## src/rtl/ccd_pixel_seq.sv

```systemverilog
module ccd_pixel_seq #(
  parameter int CNT_W = 8,
  parameter int PIX_W = 8
) (
  input  logic             clk,
  input  logic             rst_n,
  input  logic             start,
  input  logic [PIX_W-1:0] pixel_count,
  input  logic [CNT_W-1:0] t_reset,
  input  logic [CNT_W-1:0] t_ref,
  input  logic [CNT_W-1:0] t_clamp,
  input  logic [CNT_W-1:0] t_xfer,
  input  logic [CNT_W-1:0] t_video,
  input  logic [CNT_W-1:0] t_conv,
  output logic             reset_pulse,
  output logic             clamp_pulse,
  output logic             xfer_pulse,
  output logic             conv_start,
  output logic             busy,
  output logic             done
);

  typedef enum logic [2:0] {
    S_IDLE, S_RST, S_REF, S_CLMP, S_XFR, S_VID, S_CNV, S_WAIT
  } phase_t;

  phase_t           state;
  logic [CNT_W-1:0] cnt;
  logic [PIX_W-1:0] pix_left;
  logic [CNT_W-1:0] c_rst, c_ref, c_clmp, c_xfr, c_vid, c_conv;

  function automatic logic [CNT_W-1:0] load(input logic [CNT_W-1:0] v);
    return (v == '0) ? '0 : v - 1'b1;
  endfunction

  assign reset_pulse = (state == S_RST);
  assign clamp_pulse = (state == S_CLMP);
  assign xfer_pulse  = (state == S_XFR);
  assign conv_start  = (state == S_CNV);
  assign busy        = (state != S_IDLE);

  always_ff @(posedge clk) begin
    if (!rst_n) begin
      state    <= S_IDLE;
      cnt      <= '0;
      pix_left <= '0;
      done     <= 1'b0;
      c_rst    <= '0;
      c_ref    <= '0;
      c_clmp   <= '0;
      c_xfr    <= '0;
      c_vid    <= '0;
      c_conv   <= '0;
    end else begin
      done <= 1'b0;
      if (state == S_IDLE) begin
        if (start) begin
          c_rst    <= load(t_reset);
          c_ref    <= load(t_ref);
          c_clmp   <= load(t_clamp);
          c_xfr    <= load(t_xfer);
          c_vid    <= load(t_video);
          c_conv   <= load(t_conv);
          pix_left <= (pixel_count == '0) ? '0 : pixel_count - 1'b1;
          cnt      <= load(t_reset);
          state    <= S_RST;
        end
      end else if (cnt != '0) begin
        cnt <= cnt - 1'b1;
      end else begin
        unique case (state)
          S_RST:  begin state <= S_REF;  cnt <= c_ref;  end
          S_REF:  begin state <= S_CLMP; cnt <= c_clmp; end
          S_CLMP: begin state <= S_XFR;  cnt <= c_xfr;  end
          S_XFR:  begin state <= S_VID;  cnt <= c_vid;  end
          S_VID:  begin state <= S_CNV;  cnt <= '0;     end
          S_CNV:  begin state <= S_WAIT; cnt <= c_conv; end
          S_WAIT: begin
            if (pix_left == '0) begin
              state <= S_IDLE;
              done  <= 1'b1;
            end else begin
              pix_left <= pix_left - 1'b1;
              state    <= S_RST;
              cnt      <= c_rst;
            end
          end
          default: state <= S_IDLE;
        endcase
      end
    end
  end

  assert_reset_first_R2: assert property (@(posedge clk) disable iff (!rst_n)
    $rose(busy) |-> reset_pulse);

  assert_clamp_after_ref_R3: assert property (@(posedge clk) disable iff (!rst_n)
    $rose(clamp_pulse) |-> ($past(busy) && !$past(reset_pulse)));

  assert_xfer_after_clamp_R4: assert property (@(posedge clk) disable iff (!rst_n)
    $rose(xfer_pulse) |-> $past(clamp_pulse));

  assert_conv_single_R5: assert property (@(posedge clk) disable iff (!rst_n)
    conv_start |=> (!conv_start && !reset_pulse && busy));

  assert_done_pulse_R7: assert property (@(posedge clk) disable iff (!rst_n)
    done |-> (!busy && $past(busy)));

  assert_done_once_R7: assert property (@(posedge clk) disable iff (!rst_n)
    done |=> !done);

  assert_no_overlap_R10: assert property (@(posedge clk) disable iff (!rst_n)
    $onehot0({reset_pulse, clamp_pulse, xfer_pulse, conv_start}));

endmodule

```

## config.mk

```make
export PLATFORM = sky130hd
export DESIGN_NAME = ccd_pixel_seq
export DESIGN_NICKNAME = d
export VERILOG_FILES = /design/src/rtl/ccd_pixel_seq.sv
export SDC_FILE = /design/constraint.sdc
export NUM_CORES = 1
export LEC_CHECK = 0
export ABC_AREA = 1
export CORE_MARGIN = 1
export CORE_UTILIZATION = 50
export CTS_CLUSTER_SIZE = 25
export DETAILED_ROUTE_END_ITERATION = 8
export GPL_TIMING_DRIVEN = 0
export PLACE_DENSITY = 0.78
export SYNTH_ARGS = -nofsm -noshare
export SYNTH_HDL_FRONTEND = slang
export SYNTH_SLANG_ARGS = --single-unit
```

## constraint.sdc

```tcl
create_clock -name clk -period 4.65 [get_ports clk]
set_input_delay 0.6975 -clock clk [delete_from_list [all_inputs] [get_ports clk]]
set_output_delay 0.6975 -clock clk [all_outputs]
set_load 0.01 [all_outputs]
```

==> impl_metrics.ini <==
[finish]
multi_input_area_mm2 = 0.00284
layout_commonest_cell = nand2_1
final_layout_size_suffix_gt1_share_pct = 6.92
final_util_pct = 63.7
areaGrowthSynthToFinish_pct = 20.8
layout_common_cells = nand2_1, inv_1, nor2_1
n_antenna_cell = 0
final_cell_count_no_fill = 917
layout.nets = 886
seq_area_mm2 = 0.00136
fillers = 845

[timing]
rsz0062_at_grt = no
setup_violations = 0
fin_skew_ns = 0.0122
fmax_mhz = 340
final_max_slew_viol_count = 0
fin_setup_tns_ns = 0
hold_viol = 0
worstMarginPinSlew_ns = 0.659
slew_headroom_pct = 56.1
post-route-period-util_pct = 63.2
fin_crit_ns = 2.94

[die]
fp.dieW_um = 98.9
initial_core_util_pct = 52.8
die_area_mm2 = 0.00978
die_h_um = 98.9
core-area_mm2 = 0.00889
io_pins = 65
row_count = 34

[critical_path]
end_kind = primary output
worst_ep_arrival_time_ns = 2.24
start_kind = flop
crit_required_ns = 3.95
cpMostUsedCell = inv_1
slowest_delay_ns = 0.50
cp_max_fo = 10
cp_cell_sequence = inv_1 -> ha_1 -> inv_2 -> nor2_4 -> inv_1 -> buf_2 -> clkdlybuf4s50_1
worst-path-buf-inv = 5
path_class = reg2out
crit_slowest_cell = clkdlybuf4s50_1
cp_top_family = buffers and inverters

[yosys]
syn_inst = 732
synthesis.area_mm2 = 0.00469
yosysSeqAreaShare_pct = 29.0
ys_warn_count = 0
synth_edf_count = 0
synthesis.nets = 812
avgSynthCellArea_um2 = 6.41
ys_types = 38
ys_ff_latch = 68
yosys_most_used_dff = dfxtp_1
synthArstFlopShare_pct = 0

[global_routing]
grt_pass1_wl_mm = 21.7
antenna_found_initial = 0
grt.total_usage_pct = 28.1
grt_max_degree = 11
grt_overflow = 0
grt_pass1_vias = 4719

[placed_design]
numPortBuffers = 63
dp_cells = 903
gp_congestion = 0.937
place_hpwl_mm = 10.1

[detailed_routing]
routed_wl_mm = 12.9
postRouteAntennaNets = 0
first_pass_iters = 5
drt_first_iter_violations = 274
vias = 4880
route.detailed.drc = 0
wl_per_cell_um = 14.0
via_per_inst = 5.32

[pwr]
cellLeakagePower_nw = 2.56
power_frac_seq_pct = 30.9
internal-power_w = 0.00152
p_per_area_mw_per_mm2 = 472
p_sw_share_pct = 43.2
peakVddDrop_mv = 0.196
share_comb_of_total_power_pct = 49.7
p_clk_share_pct = 19.4
switching_power_w = 0.00116

[outcome]
status = finished clean

[clock_tree]
cts.root.buffer_cell = clkbuf_8
cts_setup_buffers = 0
cts_tree = yes
cts_sinks = 68
clkTransAtPathRegs_ns = 0.07
hold_buffers = 0
clockBufferDepth = 2
htreeDepth = 3
insertion_delay_ns = 0.35
cts_repair_resize_count = 0
cts_buffers = 9

[min_path]
hp-class = reg2reg

[job]
max-cap-violations = 0
==> sequential cells by signal, summed over array words and instances, names as in the netlist <==
register / cells
done: 1
c_xfr: 8
c_ref: 8
c_clmp: 8
state: 3
c_vid: 8
c_conv: 8
cnt: 8
c_rst: 8
pix_left: 8
==> through the flow <==
stage                     cell area, um2  hold slack, ns  worst slack [ns]  power [W]
after CTS                           5670           0.469              1.70    0.00267
final                               5670           0.465              1.71    0.00268
after global routing                5670           0.489              1.57    0.00290
after detailed placement            5460           0.459              2.09    0.00214
after global placement              5460           0.450              2.11    0.00211
after floorplan                     4690           0.441              2.85    0.00177
==> kinds of logic after synthesis <==
kind of cell / count (synthesis) / synth area share, %
DFF: 68 / 29.0
xor gates and xnor gates: 34 / 6.35
AOI/OAI and AO/OA: 119 / 14.5
adders and majority gates: 21 / 5.60
and+or+nand+nor: 370 / 34.0
buffers and inverters: 120 / 10.5
==> tightest hold or removal path, cell delays in order, from the launching register on <==
cell and delay [ns]:
dfxtp_1 0.31, nand2_1 0.06, a21oi_1 0.05
==> per-layer routing <==
metal | track usage (%) | vias up | wire [um]
met2 | 48.0 | 138 | 6140
met3 | 3.97 | 22 | 623
met5 | 0 | - | 0
met1 | 36.1 | 2238 | 5860
li1 | - | 2482 | -
met4 | 10.3 | 0 | 257
==> path summary, 6_finish.rpt <==
kind	start	to	slack, ns	cells past startpoint
setup / recovery	state[0]	busy	1.71	7
hold reg to reg	c_ref[0]	c_ref[0]	0.46	2
hold / removal	c_ref[0]	c_ref[0]	0.46	2
setup reg to reg	state[0]	cnt[5]	2.53	14
==> final cells by class <==
cell class	count	area share, %
Tap cell	108	2.38
Sequential cell	68	24.0
Inverter	96	6.36
Clock buffer	13	3.16
Timing Repair Buffer	63	11.1
Clock inverter	1	0.530
Buffer	24	2.36
Multi-Input combinational cell	544	50.1
==> synthesized netlist by cell type (10+ instances only) <==
cell type  count  area [um2]
nand3_1       54         270
ha_1          21         263
xor2_1        21         184
xnor2_1       13         114
nor3_1        10        50.1
a21oi_1       63         315
nand4_1       10        62.6
buf_2         11        55.1
nor2_1        83         312
inv_1         90         338
nand2_1      187         702
o21ai_0       30         150
dfxtp_1       68        1360
==> power by group through the flow <==
stage	Combinational (W)	Clock (W)	Sequential, W
final	0.00133	0.000519	0.000828
after global routing	0.00150	0.000556	0.000842
after floorplan	0.000969	0	0.000801
after CTS	0.00132	0.000528	0.000824
after detailed placement	0.00131	0	0.000835
after global placement	0.00128	0	0.000830
Note: power is estimated with default switching activity, not from simulation.
